$ cat src/rtl/pfd_pkg.sv
// Package: shared types for the phase-frequency detector.
// Assumes nothing beyond a single clock domain.
package pfd_pkg;
    // Pair of lead flags held by the detector core.
    typedef struct packed {
        logic ref_lead;
        logic fb_lead;
    } lead_t;
endpackage

$ cat src/rtl/pfd_lead_core.sv
// Module: lead flag pair of the detector.
// Each single-cycle input pulse sets its flag. Both flags clear one clock
// after both are set, and they clear whenever the block is powered down.
// Assumes the inputs are synchronous single-cycle pulses.
module pfd_lead_core
    import pfd_pkg::*;
(
    input  logic  clk,
    input  logic  rst_n,
    input  logic  ref_pulse,
    input  logic  fb_pulse,
    input  logic  pd_active,
    output lead_t lead
);

    // Update the lead flags: power-down and the both-set case clear them.
    always_ff @(posedge clk) begin
        if (!rst_n) begin
            lead <= '0;
        end else if (pd_active || (lead.ref_lead && lead.fb_lead)) begin
            lead <= '0;
        end else begin
            lead.ref_lead <= lead.ref_lead | ref_pulse;
            lead.fb_lead  <= lead.fb_lead  | fb_pulse;
        end
    end

    AST_CLEAR_AFTER_BOTH: assert property (@(posedge clk) disable iff (!rst_n)
        (lead.ref_lead && lead.fb_lead) |=> (!lead.ref_lead && !lead.fb_lead));

    AST_IDLE_WHEN_DOWN: assert property (@(posedge clk) disable iff (!rst_n)
        pd_active |=> (!lead.ref_lead && !lead.fb_lead));

endmodule

$ cat src/rtl/pfd_pwr_seq.sv
// Module: power-down sequencer.
// In immediate mode the request takes effect at the next edge. In deferred
// mode it waits for an edge where the pump is idle. Release is immediate.
// Assumes the busy input reflects the registered lead flags.
module pfd_pwr_seq (
    input  logic clk,
    input  logic rst_n,
    input  logic pwr_down,
    input  logic tri_mode,
    input  logic busy,
    output logic pd_active
);

    logic pd_next;

    // Decide the powered-down state for the next cycle.
    always_comb begin
        if (!pwr_down)      pd_next = 1'b0;
        else if (pd_active) pd_next = 1'b1;
        else if (tri_mode)  pd_next = 1'b1;
        else                pd_next = !busy;
    end

    // Hold the powered-down state.
    always_ff @(posedge clk) begin
        if (!rst_n) pd_active <= 1'b0;
        else        pd_active <= pd_next;
    end

    AST_ASYNC_IMMEDIATE: assert property (@(posedge clk) disable iff (!rst_n)
        (pwr_down && tri_mode) |=> pd_active);

    AST_SYNC_WAITS: assert property (@(posedge clk) disable iff (!rst_n)
        (pwr_down && !tri_mode && busy && !pd_active) |=> !pd_active);

    AST_RELEASE: assert property (@(posedge clk) disable iff (!rst_n)
        !pwr_down |=> !pd_active);

endmodule

$ cat src/rtl/pfd_out_map.sv
// Module: output mapping.
// Applies the slope polarity, gates the pump requests during power-down,
// and derives the high-impedance indication and the lock flag.
// Purely combinational.
module pfd_out_map
    import pfd_pkg::*;
(
    input  lead_t lead,
    input  logic  pd_active,
    input  logic  pos_slope,
    output logic  up,
    output logic  dn,
    output logic  hiz,
    output logic  lock
);

    // Polarity swap and power-down gating of the pump requests.
    always_comb begin
        up   = !pd_active && (pos_slope ? lead.ref_lead : lead.fb_lead);
        dn   = !pd_active && (pos_slope ? lead.fb_lead  : lead.ref_lead);
        hiz  = !(up || dn);
        lock = pd_active || !(lead.ref_lead || lead.fb_lead);
    end

endmodule

$ cat src/rtl/pfd_lock_ctrl.sv
// Module: top of the phase-frequency detector with lock flag and
// power-down sequencing.
// Assumes ref_pulse and fb_pulse are single-cycle pulses synchronous to clk.
module pfd_lock_ctrl
    import pfd_pkg::*;
(
    input  logic clk,
    input  logic rst_n,
    input  logic ref_pulse,
    input  logic fb_pulse,
    input  logic vco_pos_slope,
    input  logic tri_mode,
    input  logic cur_4x_in,
    input  logic pwr_down,
    output logic pump_up,
    output logic pump_dn,
    output logic pump_hiz,
    output logic cur_4x_out,
    output logic lock_det
);

    lead_t lead;
    logic  pd_active;
    logic  busy;

    assign busy       = lead.ref_lead | lead.fb_lead;
    assign cur_4x_out = cur_4x_in;

    pfd_lead_core u_core (
        .clk       (clk),
        .rst_n     (rst_n),
        .ref_pulse (ref_pulse),
        .fb_pulse  (fb_pulse),
        .pd_active (pd_active),
        .lead      (lead)
    );

    pfd_pwr_seq u_seq (
        .clk       (clk),
        .rst_n     (rst_n),
        .pwr_down  (pwr_down),
        .tri_mode  (tri_mode),
        .busy      (busy),
        .pd_active (pd_active)
    );

    pfd_out_map u_map (
        .lead      (lead),
        .pd_active (pd_active),
        .pos_slope (vco_pos_slope),
        .up        (pump_up),
        .dn        (pump_dn),
        .hiz       (pump_hiz),
        .lock      (lock_det)
    );

    AST_DOWN_QUIET: assert property (@(posedge clk) disable iff (!rst_n)
        pd_active |-> (!pump_up && !pump_dn && pump_hiz && lock_det));

    AST_HIZ_MATCH: assert property (@(posedge clk) disable iff (!rst_n)
        pump_hiz == !(pump_up || pump_dn));

endmodule

$ cat config.mk
export PLATFORM = sky130hd
export DESIGN_NAME = pfd_lock_ctrl
export DESIGN_NICKNAME = d
export VERILOG_FILES = /design/src/rtl/pfd_pkg.sv /design/src/rtl/pfd_lead_core.sv /design/src/rtl/pfd_pwr_seq.sv /design/src/rtl/pfd_out_map.sv /design/src/rtl/pfd_lock_ctrl.sv
export SDC_FILE = /design/constraint.sdc
export NUM_CORES = 1
export LEC_CHECK = 0
export BUFFER_PORTS_ARGS = -buffer_cell sky130_fd_sc_hd__buf_2
export CAP_MARGIN = 20
export CORE_AREA = 2 2 39 41
export DETAILED_ROUTE_END_ITERATION = 16
export DIE_AREA = 0 0 41 43
export PLACE_DENSITY = 0.3
export SYNTH_ARGS = -nofsm -noshare
export SYNTH_HDL_FRONTEND = slang
export SYNTH_SLANG_ARGS = --single-unit
$ cat constraint.sdc
create_clock -name clk -period 0.8 [get_ports clk]
set_input_delay 0.08 -clock clk [delete_from_list [all_inputs] [get_ports clk]]
set_output_delay 0.08 -clock clk [all_outputs]
set_load 0.02 [all_outputs]
# Word level (Yosys, flattened, before mapping)

Index checks and enable logic that the tools add are counted.

Flip-flop bits (word level): 3
Input port bits: 8
Output and inout port bits: 5
Logic and storage cells: 24

Mux-type cells: 4
Bitwise operators: 4
Reduce and logical (&&, ||, !) cells: 13

Operators with widths:

| cell                | count |
|---|---|
| $logic_not A1 Y1    | 4 |
| $logic_or A1 B1 Y1  | 4 |
| $mux W1             | 4 |
| $logic_and A1 B1 Y1 | 3 |
| $or A1 B1 Y1        | 3 |
| $reduce_and A2 Y1   | 1 |
| $reduce_or A2 Y1    | 1 |
| $not A1 Y1          | 1 |

# Depth between registers and ports, before layout

Gate-level depths: netlist of the first run.

Depth in word-level cells: 4
Depth in mapped cells: 2
Mapped depth without buffers: 2

# Hierarchy

Synthesis of the first run repeated with hierarchy kept, for this count alone.

Cells, all modules: 20
Area total of the unflattened synthesis: 176.4 um2

By module, submodules not included:

| module        | instances | cells an instance | area an instance (um2) | sequential area each (um2) |
|---|---|---|---|---|
| pfd_lead_core | 1         | 8                 | 87.6                   | 40.0 |
| pfd_out_map   | 1         | 6                 | 42.5                   | 0.0 |
| pfd_pwr_seq   | 1         | 4                 | 32.5                   | 20.0 |
| pfd_lock_ctrl | 1         | 2                 | 13.8                   | 0.0 |

# Worst setup path after synthesis of the first run

Ideal clock, no wire load.

Kind: register to register
From: register u_seq.pd_active
To: register u_seq.pd_active
Library setup time: 0.116 ns
Arrival time: 0.767 ns
Required time: 0.684 ns
Path slack: -0.084 ns
Stages on the path, launching flop included: 3
Path buffers: 0
Period minus slack after synthesis: 0.884 ns
Cell sequence: dfxtp_1 > o21bai_2 > o211a_1

Longest elaborated chain between the ends: 1

RTL lines:

| item                     | RTL line          | text |
|---|---|---|
| start: declaration       | pfd_pwr_seq.sv:11 | `output logic pd_active` |
| start signal: assignment | pfd_pwr_seq.sv:27 | `else pd_active <= pd_next;` |
| $mux W1                  | pfd_pwr_seq.sv:19 | `else if (pd_active) pd_next = 1'b1;` |

No other way between the ends.
A chain may end at the register's enable or synchronous reset.

# Final worst setup path of the first run

From: register, netlist name u_core.lead[1]
To: output pump_up

Longest elaborated chain between the ends: 2

RTL lines:

| item                | RTL line            | text |
|---|---|---|
| $mux W1             | pfd_out_map.sv:19   | `up = !pd_active && (pos_slope ? lead.ref_lead : lead.fb_lead);` |
| $logic_and A1 B1 Y1 | pfd_out_map.sv:19   |  |
| end: declaration    | pfd_lock_ctrl.sv:15 | `output logic pump_up,` |

No other way between the ends.

==> results of run 1 <==
## synthesized netlist by cell type (all sizes together)
| cell type | number |
|---|---|
| a21oi | 1 |
| nand2b | 3 |
| a211oi | 1 |
| o21bai | 2 |
| mux2i | 2 |
| o211a | 1 |
| dfxtp | 3 |
| nor2 | 3 |
| buf | 1 |
## timing repair
item,in CTS,in global routing
endpoints found under the hold margin,0,0
buffers inserted,2,0
setup endpoints to repair,6,7
gates cloned,0,0
gates resized for setup,14,3
pin swaps,1,3
## stage by stage
step           std cells  worst slack (ns)  utilization [%]
4_1_cts               49           -0.2440            23.96
6_report              49           -0.2266            25.05
5_1_grt               49           -0.2560            25.05
2_1_floorplan         17          -0.03716                -
3_5_place_dp          43          -0.03912            17.72
3_3_place_gp          43         -0.002035            17.72
## flip-flops by register name, summed over array words and instances, names as in the netlist
name and count:
u_core.lead 2, u_seq.pd_active 1
## cell families (layout without fill, tap and decap cells)
kind of cell,Yosys count,in the layout,share of synthesized area (%)
AO/OA/AOI/OAI,5,5,25.98
buffers and inverters,1,17,4.726
flip-flops,3,3,37.80
multiplexers,2,2,12.60
AND/OR/NAND/NOR,6,6,18.90
## how the worst min path moves through the flow
stage                     startpoint               to  slack [ns]  depth (start not counted)
after floorplan             pwr_down  u_seq.pd_active        0.21                          1
after global placement     cur_4x_in       cur_4x_out        0.16                          0
after detailed placement   cur_4x_in       cur_4x_out        0.16                          0
after CTS                   pwr_down  u_seq.pd_active        0.06                          2
after global routing        pwr_down  u_seq.pd_active        0.08                          2
final                       pwr_down  u_seq.pd_active        0.07                          2
## where the power goes
| group | total (mW) | internal (mW) | switching [mW] | leakage [nW] |
|---|---|---|---|---|
| combinational | 0.189 | 0.109 | 0.0804 | 0.113 |
| clock | 0.260 | 0.187 | 0.0738 | 0.0150 |
| sequential | 0.184 | 0.161 | 0.0224 | 0.0268 |
## metal layers
metal / part of all wire, % / routed length (um) / vias to the layer above
met5: 0 / 0 / -
met4: 0 / 0 / 0
met3: 7.6 / 35 / 0
met2: 56 / 260 / 6
met1: 36 / 165 / 90
li1: - / - / 91
## layout make-up
| type | count | area, sq um | area share [%] |
|---|---|---|---|
| multi-input cells | 13 | 123.9 | 35.74 |
| repair buffers | 13 | 105.1 | 30.33 |
| flip-flops and latches | 3 | 71.32 | 20.58 |
| clock buffers | 4 | 26.28 | 7.581 |
| well taps | 16 | 20.02 | 5.776 |
## critical path: stages (launching register included)
cell     delay (ns)
dfxtp_4        0.36
mux2i_2        0.17
nor2_2         0.05
buf_6          0.13
==> impl_metrics.py, run 1 <==
metrics = {
    "routing": {
        "firstDrtPassIters": 1,
        "vias": 187,
        "routed_via_density": 3.816,
        "drt_iter0_drc": 0,
        "wirelength_um": 461,
        "wl_per_cell_um": 9.408,
        "ant_nets": 0,
        "drc": 0,
    },
    "critical_path": {
        "crit_path_start_kind": "flip-flop",
        "arrival_ns": 0.95,
        "crit_start": "u_core.lead[1]",
        "end_kind": "primary output",
        "r2r_end": "u_core.lead[1]",
        "rrSetupSlack_ns": -0.04,
        "r2r_start": "u_core.lead[0]",
        "crit_end": "pump_up",
        "crit_type": "flip-flop to primary output",
        "crit_fanout": 5,
        "ff2ff_path_depth": 3,
        "cp_data_required_time_ns": 0.72,
    },
    "pwr": {
        "ir_drop_mv": 0.7383,
        "p_leak_nw": 0.1544,
        "power-per-cell-area_nw_per_um2": 1828,
        "p_total_uw": 633.6,
    },
    "sta": {
        "min_period_over_period_pct": 128.3,
        "final.setup.tns_ns": -0.8468,
        "fin_skew_ns": 0.001689,
        "slew_viol_final": 0,
        "whs_ns": 0.07257,
        "finalSetupViolations": 7,
        "worst_pin_slew_ns": 0.1747,
        "post-route-min-period_ns": 1.027,
        "fmax_mhz": 974.0,
        "slew_headroom_pct": 88.12,
        "hold_violations": 0,
        "fin_ws_ns": -0.2266,
        "rsz0062_at_grt": "true",
    },
    "logic_synthesis": {
        "yosys_warnings": 0,
        "syn_area_sq_um": 158.9,
        "ys_top_cells_by_area": "dfxtp_1 38%, mux2i_1 13%, nand2b_1 12%",
        "syn_avg_cell_area_sq_um": 9.347,
        "synth_fp_nets": 25,
        "syn-instance-count": 17,
        "synth_cell_types": 10,
        "synth_top_cell_by_area": "dfxtp_1",
        "ys_ff_latch": 3,
        "synth_top_area_share_pct": 37.80,
        "yosysSeqAreaShare_pct": 37.80,
    },
    "place": {
        "gp_congestion": 0.6004,
        "placed_area_sq_um": 245.2,
        "detailedPlacementHpwl_um": 352,
        "port_buffers": 10,
    },
    "final_layout": {
        "diodes": 0,
        "design_area_sq_um": 346.6,
        "finalNetCount": 42,
        "drive_gt1_share_pct": 78.79,
        "layout_common_cells": "6 x buf_2, 6 x buf_6, 3 x clkbuf_4, 3 x dfxtp_4",
        "fillers": 155,
        "areaGrowthSynthToFinish_pct": 118.1,
    },
    "clock_tree": {
        "htree_levels": 1,
        "clock_sinks": 3,
        "cts_buffers": 3,
        "clock_latency_ns": 0.23,
        "cts_hold_buf": 0,
        "root_buffer": "clkbuf_4",
        "cts_buffer_depth": 2,
        "clk_pin_slew_ns": 0.04,
        "cts_tree": "done",
    },
    "global_route": {
        "grt_pass1_wl_um": 793,
        "use_met2_pct": 11.25,
        "grt_overflow": 0,
        "track_usage_pct": 6.921,
        "grt_max_degree": 6,
        "grt_util_met3_pct": 5.236,
        "gr-usage-met1_pct": 5.449,
        "grt_antenna_before_repair": 0,
        "top_usage_layer": "met2",
        "grt_pass1_vias": 206,
    },
    "die": {
        "die_h_um": 43,
        "die_area_sq_um": 1763,
        "core_sq_um": 1384,
        "rows": 14,
        "pin_count": 13,
        "initial_core_util_pct": 11.48,
        "dieWidth_um": 41,
    },
    "min_path": {
        "hp-class": "primary input to flip-flop",
    },
    "status": {
        "violations": "negative setup slack",
        "status": "finished, violations left",
    },
    "run": {
        "cap_violations": 0,
    },
}
Note: power is estimated with default switching activity, not from simulation.
==> inputs of run 2 (changes only) <==
--- a/config.mk
+++ b/config.mk
@@ -10,6 +10,7 @@
 export CORE_AREA = 2 2 39 41
 export DETAILED_ROUTE_END_ITERATION = 16
 export DIE_AREA = 0 0 41 43
+export GPL_TIMING_DRIVEN = 0
 export PLACE_DENSITY = 0.3
 export SYNTH_ARGS = -nofsm -noshare
 export SYNTH_HDL_FRONTEND = slang
==> run 2 against run 1 <==
Against the previous run:
- final cell count increased by 4.1%
- the run still ends with negative setup slack left
- combinational power increased by 7%
- global-route usage decreased by 0.80 points
==> impl_metrics.py, run 2 (synthesis gave the netlist of run 1 again) <==
metrics = {
    "status": {
        "status": "finished, violations left",
        "violations": "negative setup slack",
    },
    "critical_path": {
        "cp_data_required_time_ns": 0.72,
        "worst-path-buf-inv": 1,
        "crit_fanout": 5,
        "cp_num_cells": 3,
        "crit_type": "flip-flop to primary output",
        "crit_path_start_kind": "flip-flop",
        "worst_path_max_delay_cell": "dfxtp_4",
        "cp_cell_sequence": "mux2i_2, nor2_2, buf_6",
        "arrival_ns": 0.93,
        "end_kind": "primary output",
        "crit_family": "flip-flops",
        "cp_slowest_stage_delay_ns": 0.35,
        "ff2ff_path_depth": 3,
    },
    "run": {
        "cap_violations": 0,
    },
    "final_layout": {
        "drive_gt1_share_pct": 82.86,
        "finalNetCount": 44,
        "final_util_pct": 25.95,
        "fillers": 163,
        "multi_input_area_sq_um": 131.4,
        "reg.largest.list": "u_core.lead x2, u_seq.pd_active x1",
        "areaGrowthSynthToFinish_pct": 126.0,
        "diodes": 0,
        "largest_register_ffs": 2,
        "seqCellArea_sq_um": 71.32,
        "final_cells": 51,
        "layout_common_cells": "7 x buf_2, 4 x buf_4, 4 x buf_6",
        "regMostFlops": "u_core.lead",
        "design_area_sq_um": 359.1,
        "mostFrequentLayoutCell": "buf_2",
    },
    "pwr": {
        "switching_share_pct": 27.89,
        "ir_drop_mv": 0.8538,
        "p_leak_nw": 0.1637,
        "p_comb_share_pct": 31.3,
        "p_seq_share_pct": 28.2,
        "p_int_uw": 464.2,
        "switching_power_uw": 179.5,
        "power.share.clock_pct": 40.5,
        "power-per-cell-area_nw_per_um2": 1793,
    },
    "sta": {
        "final.setup.tns_ns": -0.8952,
        "slew_headroom_pct": 88.65,
        "worst_pin_slew_ns": 0.1669,
        "fin_skew_ns": 0.001891,
        "finalSetupViolations": 6,
        "post-route-min-period_ns": 1.006,
        "rsz0062_at_grt": "true",
        "min_period_over_period_pct": 125.8,
        "slew_viol_final": 0,
        "hold_violations": 0,
        "fin_ws_ns": -0.2063,
        "fmax_mhz": 993.8,
    },
    "die": {
        "die_area_sq_um": 1763,
        "pin_count": 13,
        "core_sq_um": 1384,
        "rows": 14,
        "dieWidth_um": 41,
        "initial_core_util_pct": 11.48,
        "die_h_um": 43,
    },
    "global_route": {
        "grt_pass1_vias": 197,
        "grt_pass1_wl_um": 703,
        "grt_antenna_before_repair": 0,
        "grt_overflow": 0,
        "track_usage_pct": 6.118,
        "grt_max_degree": 6,
    },
    "routing": {
        "wl_per_cell_um": 8.902,
        "ant_nets": 0,
        "firstDrtPassIters": 4,
        "drt_iter0_drc": 5,
        "drc": 0,
        "vias": 195,
        "routed_via_density": 3.824,
        "wirelength_um": 454,
    },
    "clock_tree": {
        "clock_sinks": 3,
        "cts_buffer_depth": 2,
        "clock_latency_ns": 0.23,
        "htree_levels": 1,
        "root_buffer": "clkbuf_4",
        "cts_buffers": 3,
        "cts_hold_buf": 0,
        "cts_tree": "done",
        "clk_pin_slew_ns": 0.04,
    },
    "place": {
        "port_buffers": 11,
        "detailedPlacementHpwl_um": 310.3,
        "dp_slack_ns": -0.03671,
        "placed_cells": 44,
        "gp_congestion": 0.5991,
        "placed_area_sq_um": 250.2,
    },
    "min_path": {
        "hp-class": "primary input to flip-flop",
        "hold_path_depth": 2,
    },
}
[run 2: final timing paths]
kind	from	endpoint	slack [ns]
setup / recovery	u_core.lead[1]	pump_up	-0.21
hold / removal	pwr_down	u_seq.pd_active	0.08
setup reg to reg	u_seq.pd_active	u_seq.pd_active	-0.13
hold reg to reg	u_seq.pd_active	u_core.lead[0]	0.57
[run 2: cell type report]
class                           instances  area share, %
Buffer                                  1          2.091
Timing Repair Buffer                   14          28.57
Multi-Input combinational cell         13          36.59
Tap cell                               16          5.575
Sequential cell                         3          19.86
Clock buffer                            4          7.317
[run 2: what timing repair did]
action	CTS	global route
resized for setup	12	4
pin swaps	3	2
setup buffers	3	0
hold endpoints to repair	0	0
setup endpoints to repair	6	7
[run 2: stage by stage]
| stage | hold WS (ns) | power, mW |
|---|---|---|
| floorplan | 0.2060 | 0.2691 |
| global placement | 0.3033 | 0.3143 |
| detailed placement | 0.3118 | 0.3169 |
| CTS | 0.06717 | 0.6405 |
| global route | 0.08697 | 0.6861 |
| finish | 0.07541 | 0.6437 |
[run 2: metal layers]
metal | wire length (um) | track usage [%] | up-vias
met3 | 35 | 5.236 | 0
li1 | - | - | 95
met5 | 0 | 0 | -
met4 | 0 | 2.000 | 0
met1 | 169 | 5.449 | 92
met2 | 249 | 9.688 | 8
[run 2: power by group through the flow]
stage / clock network (mW) / registers (mW) / logic, mW
5_1_grt: 0.284 / 0.186 / 0.217
2_1_floorplan: 0 / 0.185 / 0.0838
3_3_place_gp: 0 / 0.190 / 0.125
6_report: 0.260 / 0.181 / 0.202
3_5_place_dp: 0 / 0.190 / 0.127
4_1_cts: 0.276 / 0.180 / 0.185
==> inputs of run 3 (changes only) <==
--- a/config.mk
+++ b/config.mk
@@ -7,11 +7,13 @@
 export LEC_CHECK = 0
 export BUFFER_PORTS_ARGS = -buffer_cell sky130_fd_sc_hd__buf_2
 export CAP_MARGIN = 20
+export CELL_PAD_IN_SITES_DETAIL_PLACEMENT = 1
+export CELL_PAD_IN_SITES_GLOBAL_PLACEMENT = 1
 export CORE_AREA = 2 2 39 41
 export DETAILED_ROUTE_END_ITERATION = 16
 export DIE_AREA = 0 0 41 43
 export GPL_TIMING_DRIVEN = 0
-export PLACE_DENSITY = 0.3
+export PLACE_DENSITY = 0.39
 export SYNTH_ARGS = -nofsm -noshare
 export SYNTH_HDL_FRONTEND = slang
 export SYNTH_SLANG_ARGS = --single-unit
==> constraint.sdc (replaced) <==
create_clock -name clk -period 1 [get_ports clk]
set_input_delay 0.1 -clock clk [delete_from_list [all_inputs] [get_ports clk]]
set_output_delay 0.1 -clock clk [all_outputs]
set_load 0.02 [all_outputs]
==> run 3 against run 2 <==
Against the previous run:
- the run still ends with negative setup slack left
- register-to-register slack better by 0.29 ns
- first-iteration DRC count decreased by 100%
- via count fell by 7.2%
- sequential share of layout area rose by 3.2 points
- sequential cell count unchanged
- critical path type unchanged
- critical endpoint unchanged
- largest cell class unchanged
- largest power group unchanged
==> impl_metrics.py, run 3 (synthesis gave the netlist of run 1 again) <==
metrics = {
    "status": {
        "status": "finished, violations left",
        "violations": "negative setup slack",
    },
    "clock_tree": {
        "cts_buffers": 3,
        "clock_sinks": 3,
        "cts_tree": "done",
        "cts_hold_buf": 0,
        "clock_latency_ns": 0.24,
        "clk_pin_slew_ns": 0.04,
        "root_buffer": "clkbuf_4",
        "cts_buffer_depth": 2,
        "htree_levels": 1,
    },
    "critical_path": {
        "crit_family": "flip-flops",
        "cp_data_required_time_ns": 0.90,
        "r2r_start": "u_seq.pd_active",
        "rrSetupSlack_ns": 0.16,
        "worst_path_max_delay_cell": "dfxtp_4",
        "crit_path_start_kind": "flip-flop",
        "ff2ff_path_depth": 2,
        "worst-path-buf-inv": 1,
        "cp_cell_sequence": "mux2i_1, nor2_1, buf_4",
        "crit_type": "flip-flop to primary output",
        "cp_slowest_stage_delay_ns": 0.35,
        "arrival_ns": 0.92,
        "end_kind": "primary output",
        "crit_fanout": 5,
        "r2r_end": "u_seq.pd_active",
    },
    "pwr": {
        "switching_power_uw": 133.9,
        "switching_share_pct": 27.99,
        "power.share.clock_pct": 44.8,
        "p_seq_share_pct": 29.8,
        "p_leak_nw": 0.1500,
        "power-per-cell-area_nw_per_um2": 1606,
        "p_comb_share_pct": 25.4,
        "p_int_uw": 344.5,
        "ir_drop_mv": 0.5195,
    },
    "global_route": {
        "grt_pass1_wl_um": 855,
        "grt_overflow": 0,
        "grt_pass1_vias": 209,
        "track_usage_pct": 7.924,
        "grt_max_degree": 6,
        "grt_antenna_before_repair": 0,
    },
    "final_layout": {
        "mostFrequentLayoutCell": "buf_2",
        "layout_common_cells": "7 x buf_2, 6 x buf_4, 3 x nor2_1, 3 x nand2b_1, 3 x clkbuf_4",
        "reg.largest.list": "u_core.lead x2, u_seq.pd_active x1",
        "seqCellArea_sq_um": 68.82,
        "fillers": 176,
        "multi_input_area_sq_um": 91.34,
        "finalNetCount": 43,
        "largest_register_ffs": 2,
        "regMostFlops": "u_core.lead",
        "areaGrowthSynthToFinish_pct": 87.40,
        "drive_gt1_share_pct": 61.76,
        "diodes": 0,
    },
    "routing": {
        "routed_via_density": 3.620,
        "wirelength_um": 468,
        "wl_per_cell_um": 9.360,
        "drc": 0,
        "firstDrtPassIters": 1,
        "drt_iter0_drc": 0,
        "vias": 181,
        "ant_nets": 0,
    },
    "place": {
        "dp_slack_ns": 0.09508,
        "port_buffers": 11,
        "gp_congestion": 0.6100,
        "detailedPlacementHpwl_um": 370.6,
    },
    "die": {
        "die_h_um": 43,
        "core_sq_um": 1384,
        "initial_core_util_pct": 11.48,
        "die_area_sq_um": 1763,
        "pin_count": 13,
        "dieWidth_um": 41,
        "rows": 14,
    },
    "min_path": {
        "hp-class": "primary input to flip-flop",
        "hold_path_depth": 2,
        "hp-start": "pwr_down",
        "min_to": "u_seq.pd_active",
    },
    "sta": {
        "whs_ns": 0.09421,
        "finalSetupViolations": 2,
        "fin_ws_ns": -0.01965,
        "fmax_mhz": 980.7,
        "slew_headroom_pct": 87.00,
        "worst_pin_slew_ns": 0.1939,
        "fin_skew_ns": 0.003614,
        "min_period_over_period_pct": 102.0,
        "hold_violations": 0,
        "slew_viol_final": 0,
        "rsz0062_at_grt": "true",
        "post-route-min-period_ns": 1.020,
    },
    "run": {
        "cap_violations": 0,
    },
}
## run 3: cell types whose count changed in the layout (fill, tap and decap cells not counted), sizes merged
cell	before	now
buf	15	14
## run 3: through the flow
| step | total power [mW] | cells | instance area, sq um | setup TNS (ns) | utilization [%] |
|---|---|---|---|---|---|
| 2_1_floorplan | 0.2034 | 17 | 158.9 | 0 | - |
| 3_3_place_gp | 0.2395 | 44 | 234.0 | 0 | 16.91 |
| 3_5_place_dp | 0.2436 | 44 | 234.0 | 0 | 16.91 |
| 4_1_cts | 0.4876 | 50 | 297.8 | -0.06368 | 21.52 |
| 5_1_grt | 0.5255 | 50 | 297.8 | -0.2779 | 21.52 |
| 6_report | 0.4784 | 50 | 297.8 | -0.03091 | 21.52 |
## run 3: cell type report
type	count	share of cell area, %
well taps	16	6.723
plain buffers	1	2.521
clock buffers	4	8.824
repair buffers	13	28.15
flip-flops and latches	3	23.11
multi-input cells	13	30.67
## run 3: what timing repair did
action                                  4_1_cts  5_1_grt
endpoints found under the hold margin         0        0
setup buffers                                 2        0
pin swaps                                     1        1
endpoints found under the setup margin        4        4
gates resized for setup                      10        0
## run 3: power groups by stage
stage	registers, mW	clock network, mW	logic, mW
4_1_cts	0.143	0.221	0.123
6_report	0.143	0.214	0.121
3_3_place_gp	0.147	0	0.0929
5_1_grt	0.145	0.248	0.133
2_1_floorplan	0.143	0	0.0606
3_5_place_dp	0.148	0	0.0960
## run 3: how the worst max path moves through the flow
stage | from | slack [ns] | depth (start not counted) | end
final | u_core.lead[1] | -0.02 | 3 | pump_up
after global routing | u_core.lead[1] | -0.10 | 3 | pump_up
after CTS | u_core.lead[1] | -0.03 | 3 | pump_up
after detailed placement | u_core.lead[0] | 0.1 | 3 | pump_dn
after global placement | u_core.lead[0] | 0.11 | 3 | pump_dn
after floorplan | u_seq.pd_active | 0.12 | 2 | u_seq.pd_active
## run 3: routing by layer
metal | up-vias | global-route usage [%] | wire length [um]
met5 | - | 0 | 0
met4 | 0 | 6.000 | 0
met3 | 0 | 6.806 | 68
met1 | 77 | 8.013 | 178
li1 | 93 | - | -
met2 | 11 | 10.00 | 222
